[src/rtl/evt_pkg.sv]
package evt_pkg;

    typedef enum logic [1:0] {
        EDGE_OFF  = 2'b00,
        EDGE_RISE = 2'b01,
        EDGE_FALL = 2'b10,
        EDGE_BOTH = 2'b11
    } edge_mode_e;

    localparam int unsigned BLANK_LEN = 2;
    localparam int unsigned BLANK_W   = $clog2(BLANK_LEN + 1);

    typedef struct packed {
        logic prev;
        logic cur;
    } pin_pair_t;

    function automatic logic edge_hit(edge_mode_e mode, pin_pair_t p);
        logic h;
        case (mode)
            EDGE_RISE: h = p.cur & ~p.prev;
            EDGE_FALL: h = p.prev & ~p.cur;
            EDGE_BOTH: h = p.cur ^ p.prev;
            default:   h = 1'b0;
        endcase
        return h;
    endfunction

endpackage

[src/rtl/evt_cfg.sv]
module evt_cfg
    import evt_pkg::*;
#(
    parameter int unsigned PIN_W = 5
) (
    input  logic             clk,
    input  logic             rst,
    input  logic             cfg_wr_i,
    input  logic [PIN_W-1:0] cfg_pin_i,
    input  logic [1:0]       cfg_mode_i,
    output logic [PIN_W-1:0] sel_pin_o,
    output edge_mode_e       mode_o,
    output logic             blank_o,
    output logic             sample_en_o
);

    logic [PIN_W-1:0]   pin_q;
    edge_mode_e         mode_q;
    logic [BLANK_W-1:0] blank_q;

    always_ff @(posedge clk) begin
        if (rst) begin
            pin_q   <= '0;
            mode_q  <= EDGE_OFF;
            blank_q <= '0;
        end else if (cfg_wr_i) begin
            pin_q   <= cfg_pin_i;
            mode_q  <= edge_mode_e'(cfg_mode_i);
            blank_q <= BLANK_W'(BLANK_LEN);
        end else if (blank_q != '0) begin
            blank_q <= blank_q - 1'b1;
        end
    end

    assign sel_pin_o   = pin_q;
    assign mode_o      = mode_q;
    assign blank_o     = (blank_q != '0);
    // previous sample follows the pin when idle and is reloaded in the last blanked cycle
    assign sample_en_o = !cfg_wr_i && (blank_q <= BLANK_W'(1));

endmodule

[src/rtl/evt_detect.sv]
module evt_detect
    import evt_pkg::*;
#(
    parameter int unsigned NUM_PINS = 32,
    parameter int unsigned PIN_W    = 5
) (
    input  logic                clk,
    input  logic                rst,
    input  logic [NUM_PINS-1:0] pins_i,
    input  logic [PIN_W-1:0]    sel_pin_i,
    input  edge_mode_e          mode_i,
    input  logic                blank_i,
    input  logic                sample_en_i,
    output logic                hit_o
);

    pin_pair_t pair;
    logic      prev_q;

    assign pair.cur  = pins_i[sel_pin_i];
    assign pair.prev = prev_q;

    always_ff @(posedge clk) begin
        if (rst) begin
            prev_q <= 1'b0;
        end else if (sample_en_i) begin
            prev_q <= pair.cur;
        end
    end

    assign hit_o = !blank_i && edge_hit(mode_i, pair);

endmodule

[src/rtl/evt_flag.sv]
module evt_flag (
    input  logic clk,
    input  logic rst,
    input  logic event_i,
    input  logic poll_i,
    output logic flag_o,
    output logic release_o
);

    logic flag_q;

    always_ff @(posedge clk) begin
        if (rst) begin
            flag_q <= 1'b0;
        end else begin
            flag_q <= event_i | (flag_q & ~poll_i);
        end
    end

    assign flag_o    = flag_q;
    assign release_o = poll_i & flag_q;

    a_r8_event_sets_flag: assert property (@(posedge clk) disable iff (rst)
        event_i |=> flag_q);

    a_r8_flag_holds: assert property (@(posedge clk) disable iff (rst)
        flag_q && !poll_i && !event_i |=> flag_q);

    a_r9_poll_clears: assert property (@(posedge clk) disable iff (rst)
        poll_i && !event_i |=> !flag_q);

    a_r9_event_wins: assert property (@(posedge clk) disable iff (rst)
        poll_i && event_i |=> flag_q);

endmodule

[src/rtl/evt_edge_unit.sv]
module evt_edge_unit
    import evt_pkg::*;
#(
    parameter int unsigned NUM_PINS = 32,
    localparam int unsigned PIN_W   = (NUM_PINS > 1) ? $clog2(NUM_PINS) : 1
) (
    input  logic                clk,
    input  logic                rst,
    input  logic [NUM_PINS-1:0] pins_i,
    input  logic                cfg_wr_i,
    input  logic [PIN_W-1:0]    cfg_pin_i,
    input  logic [1:0]          cfg_mode_i,
    input  logic                poll_i,
    output logic                event_o,
    output logic                flag_o,
    output logic                release_o
);

    logic [PIN_W-1:0] sel_pin;
    edge_mode_e       mode;
    logic             blank;
    logic             sample_en;
    logic             hit;

    evt_cfg #(.PIN_W(PIN_W)) u_cfg (
        .clk         (clk),
        .rst         (rst),
        .cfg_wr_i    (cfg_wr_i),
        .cfg_pin_i   (cfg_pin_i),
        .cfg_mode_i  (cfg_mode_i),
        .sel_pin_o   (sel_pin),
        .mode_o      (mode),
        .blank_o     (blank),
        .sample_en_o (sample_en)
    );

    evt_detect #(.NUM_PINS(NUM_PINS), .PIN_W(PIN_W)) u_detect (
        .clk         (clk),
        .rst         (rst),
        .pins_i      (pins_i),
        .sel_pin_i   (sel_pin),
        .mode_i      (mode),
        .blank_i     (blank),
        .sample_en_i (sample_en),
        .hit_o       (hit)
    );

    evt_flag u_flag (
        .clk       (clk),
        .rst       (rst),
        .event_i   (hit),
        .poll_i    (poll_i),
        .flag_o    (flag_o),
        .release_o (release_o)
    );

    assign event_o = hit;

    a_r7_blank_first: assert property (@(posedge clk) disable iff (rst)
        cfg_wr_i |=> !event_o);

    a_r7_blank_second: assert property (@(posedge clk) disable iff (rst)
        $past(cfg_wr_i) |=> !event_o);

    a_r6_off_silent: assert property (@(posedge clk) disable iff (rst)
        mode == EDGE_OFF |-> !event_o);

    a_r1_reset_clear: assert property (@(posedge clk)
        rst |=> !flag_o);

endmodule

[config.mk]
export PLATFORM = sky130hd
export DESIGN_NAME = evt_edge_unit
export DESIGN_NICKNAME = d
export VERILOG_FILES = /design/src/rtl/evt_pkg.sv /design/src/rtl/evt_cfg.sv /design/src/rtl/evt_detect.sv /design/src/rtl/evt_flag.sv /design/src/rtl/evt_edge_unit.sv
export SDC_FILE = /design/constraint.sdc
export NUM_CORES = 1
export LEC_CHECK = 0
export BUFFER_PORTS_ARGS = -buffer_cell sky130_fd_sc_hd__buf_2
export CORE_MARGIN = 2
export CORE_UTILIZATION = 35
export DETAILED_ROUTE_END_ITERATION = 8
export PLACE_DENSITY_LB_ADDON = 0.05
export SYNTH_ARGS = -nofsm -noshare
export SYNTH_HDL_FRONTEND = slang
export SYNTH_SLANG_ARGS = --single-unit
[constraint.sdc]
create_clock -name clk -period 2.7 [get_ports clk]
set_input_delay 0.81 -clock clk [delete_from_list [all_inputs] [get_ports clk]]
set_output_delay 0.81 -clock clk [all_outputs]
set_load 0.1 [all_outputs]
# Word level (Yosys, flattened, before mapping)
# Cells that the tools add are included.
# Widths: inputs -> output; s select.
[op_classes]
addsub = 1
magnitude_cmp = 2
eq_ne = 3
n_mux = 5
bitwise = 9
reduce_logical = 7
[op_table]
columns = ["op", "n"]
rows = [
  ["$lt 5x6->1 const B", 1],
  ["$bmux 1 s5", 1],
  ["$and 1x1->1", 4],
  ["$eq 2x2->1 const B", 2],
  ["$mux 2", 2],
  ["$reduce_bool 2->1", 2],
  ["$not 1->1", 3],
  ["$pmux 1 s3", 1],
  ["$eq 2x1->1 const B", 1],
  ["$le 2x1->1 const B", 1],
  ["$logic_and 1x1->1", 2],
  ["$logic_not 1->1", 2],
  ["$reduce_or 2->1", 1],
  ["$sub 2x1->2 const B", 1],
  ["$mux 1", 1],
  ["$or 1x1->1", 1],
  ["$xor 1x1->1", 1],
]
[word_totals]
ff_bits = 11
inputBits = 43
output_inout_bits = 3
wordCells = 33

# Depth between registers and ports, before layout
[logic_depth]
depth_word = 7
depth_mapped = 13
ltp_nobuf = 11

# Modules after synthesis
# A second synthesis with hierarchy kept.
[unflattened]
hier_cells = 90
area_unflattened_um2 = 829.5
[by_module_without_submodules]
columns = ["mod", "n_inst", "cells_per_inst", "area_per_inst_um2", "seq_area_each_um2"]
rows = [
  ["evt_detect", 1, 55, 447.9, 20.0],
  ["evt_cfg", 1, 30, 335.3, 180.2],
  ["evt_flag", 1, 5, 46.3, 20.0],
]

# Worst setup path before layout
# OpenSTA, ideal clock, no wires.
[synth_timing]
path_kind = "input port to output port"
startpoint = "input pins_i[15]"
endpoint = "output event_o"
t_arrival_ns = 4.049
required_ns = 1.890
path_slack_ns = -2.159
cell_stages = 9
n_path_buf = 0
cell_sequence = "mux2i_1 -> a22oi_1 -> nand3_1 -> and4_4 -> inv_1 -> ha_1 -> mux2i_1 -> nand2_1 -> a211oi_1"
[synth_rtl]
columns = ["element", "line_no", "source"]
rows = [
  ["start, declared", "evt_edge_unit.sv:9", "input logic [NUM_PINS-1:0] pins_i,"],
  ["end, declared", "evt_edge_unit.sv:14", "output logic event_o,"],
]

==> results.md <==
* Peak supply drop at 0.000262 V
* Mux contribution to synthesized area at 30.9%
* PwrDens at 382 mW/mm^2
* Std cell rows at 17
* Status: finished with violations
* Final setup viols at 1
* Register area at 221 um^2
* Critical path type: primary input to output port
* CTS root buffer: clkbuf_4
* Simple-gate share of the synthesized area at 19.9%
* # nets final at 184
* Syn Std Cell Area at 778 um^2
* Commonest non-fill, non-tap cells in the layout: buf_2 (39), mux2i_1 (23), nor2_1 (11)
* Hold-fix buffers, CTS at 0
* Drt wl/cell at 11.4 um
* CP arrival at 2.48 ns
* Seq/Total Area, Yosys at 28.3%
* H-tree depth at 1
* Initial Utilization at 36.2%
* Multi-input gate area at 542 um^2
* Max-slew violations at 0
* Worst Tran Pin Value at 0.486 ns
* Crit-path max cell delay at 0.30 ns
* CP endpoint kind: output port
* Number of antenna cells inserted at 0
* Hold WS at 0.532 ns
* Post-layout util at 55.2%
* Compound-Gate Fraction of Synth Area at 11.3%
* Placer Congestion at 0.641
* Flop and latch count out of synthesis at 11
* DR pass1 iterations at 4
* Gate count after technology mapping at 87
* DRT iter0 DRCs at 10
* Leakage at 0.536 nW
* Final WS setup at -0.590 ns
* Area Overhead vs Synth at 52.3%
* Clock Path Buffers at 2
* Synth Net Count at 132
* Unrepaired setup endpoints after global routing: true
* First-pass GRT wire length at 2.99 mm
* Initial antenna violation count at 0
* Worst path cell trace: buf_6, mux2i_1, a22oi_1, nand3_1, and4_4, inv_4, ha_4, mux2i_1, nand2_1, a211oi_4, buf_12
* DIE AREA at 0.00262 mm^2
* Main combinational cell family by area after synthesis: multiplexers
* Dpl cells at 160
* Post-DP HPWL at 1.48 mm
* Num CTS Buffers at 3
* I/O pins at 46
* Tmin final at 3.29 ns
* Critical path launch point type: primary input
* Core area at 0.00215 mm^2
* CP required at 1.89 ns
* Failing checks: negative setup slack
* Routed Wire Length at 1.89 mm
* Largest net degree at the start of global routing at 18
* CTS tree: built
* R2r setup slk at 0.41 ns
* Via count at 778
* Slew Limit Headroom at 67.8%
* Non-filler cells, final at 166
* Die X-Extent at 51.2 um
* Vias/cell at 4.69
* Clk slew on worst S/H paths at 0.07 ns
* Top-area cell type share of the netlist area at 30.9%
* Gr ovfl total at 0
* Fillers at 221
* Antenna-violating nets left at 0
* Post-synth cell types at 21
* Fmax at 304 MHz
* Final Cycle Share at 122%
* Layout cell share with drive strength beyond 1 at 45.7%
* Die Span Y at 51.2 um
* Slowest cell on crit path: a211oi_4
* Most common cell after layout, fill and taps aside: buf_2
* Synth Area in XOR/XNOR at 0%
* Global router's overall resource usage at 15.1%
* Most frequent CP cell: mux2i_1
* Maximum fanout along the worst path at 2
* Adder-cell share of the synthesized area at 3.22%
* Number of remaining DRC errors at 0
* Hold Vio Cnt, Final at 0
* Worst Skew at 0.00509 ns
* Max-Cap Viols at 0
* PortBufs at 45
* Synthesized area per cell at 8.95 um^2
* Leading area contributor after synthesis: mux2i_1
* Vias in the first global route at 744
* Worst skew pair latency at 0.27 ns
* Hold crit path type: flip-flop to flip-flop
* CTS Sinks at 11
* YS warnings at 0
* Top post-synthesis cells by area: mux2i_1 (31%), dfxtp_1 (28%), nor2_1 (5.3%)
## metal layers
layer | GRT usage, % | part of all wire (%)
met1 | 20.0 | 47
met2 | 24.0 | 46
met3 | 3.80 | 6.8
met4 | 4.05 | 0
met5 | 0 | 0
## cells in the mapped netlist
master,number
a21oi_1,4
and2_1,2
nor2b_1,3
dfxtp_1,11
nor4b_1,1
nand2_1,6
nand3_1,4
clkbuf_1,2
nand3b_1,1
o21ba_2,1
mux2i_1,24
buf_12,1
and4_4,1
a211oi_1,2
nor2_1,11
a211oi_2,1
nand2b_1,2
a22oi_1,4
ha_1,2
buf_6,1
inv_1,3
## registers in the layout, indices dropped and copies added (netlist names)
signal	cells
u_cfg.sel_pin_o	5
u_cfg.blank_q	2
u_cfg.mode_o	2
u_detect.prev_q	1
u_flag.flag_o	1
## metrics by stage
step | setup TNS, ns | setup WS [ns] | instance area [um^2] | power, W
CTS | -0.557 | -0.557 | 1130 | 0.000446
detailed placement | -0.604 | -0.604 | 1080 | 0.000329
floorplan | -1.13 | -0.808 | 803 | 0.000276
global route | -0.709 | -0.709 | 1180 | 0.000487
finish | -0.590 | -0.590 | 1180 | 0.000452
global placement | -0.562 | -0.562 | 1080 | 0.000324
## cell type report
cell class | instances | share of cell area (%)
clock buffers | 4 | 2.22
inverters | 3 | 1.16
multi-input cells | 69 | 45.7
flip-flops and latches | 11 | 18.7
well taps | 28 | 2.96
repair buffers | 51 | 29.3
## report_power, final
group | total (W) | internal, W | switching, W | leakage [nW]
Combinational | 0.000158 | 0.0000875 | 0.0000704 | 0.430
Sequential | 0.000183 | 0.000172 | 0.0000105 | 0.0910
Clock | 0.000112 | 0.0000571 | 0.0000544 | 0.0150
## final timing paths
path              depth (start not counted)               end               start
setup / recovery                         11           event_o           pins_i[7]
hold / removal                            1  u_cfg.blank_q[0]    u_cfg.blank_q[0]
setup reg to reg                         12     u_flag.flag_o  u_cfg.sel_pin_o[1]
hold reg to reg                           1  u_cfg.blank_q[0]    u_cfg.blank_q[0]
## logic make-up after synthesis
| family | Yosys count |
|---|---|
| multiplexers | 24 |
| AO/OA/AOI/OAI | 12 |
| AND/OR/NAND/NOR | 31 |
| buffers and inverters | 7 |
| adder cells (fa/ha/maj) | 2 |
| flip-flops | 11 |
## critical path, delay by kind of cell
kind,cells,cell delay (ns)
AO/OA/AOI/OAI,2,0.42
adder cells (fa/ha/maj),1,0.19
AND/OR/NAND/NOR,3,0.45
multiplexers,2,0.27
buffers and inverters,3,0.34
## what timing repair did
item,4_1_cts,5_1_grt
setup endpoints to repair,1,1
gates resized for setup,3,6
endpoints found under the hold margin,0,0
gates cloned,0,1
pin swaps,10,11
setup buffers,0,1
(Power assumes the default switching activity.)
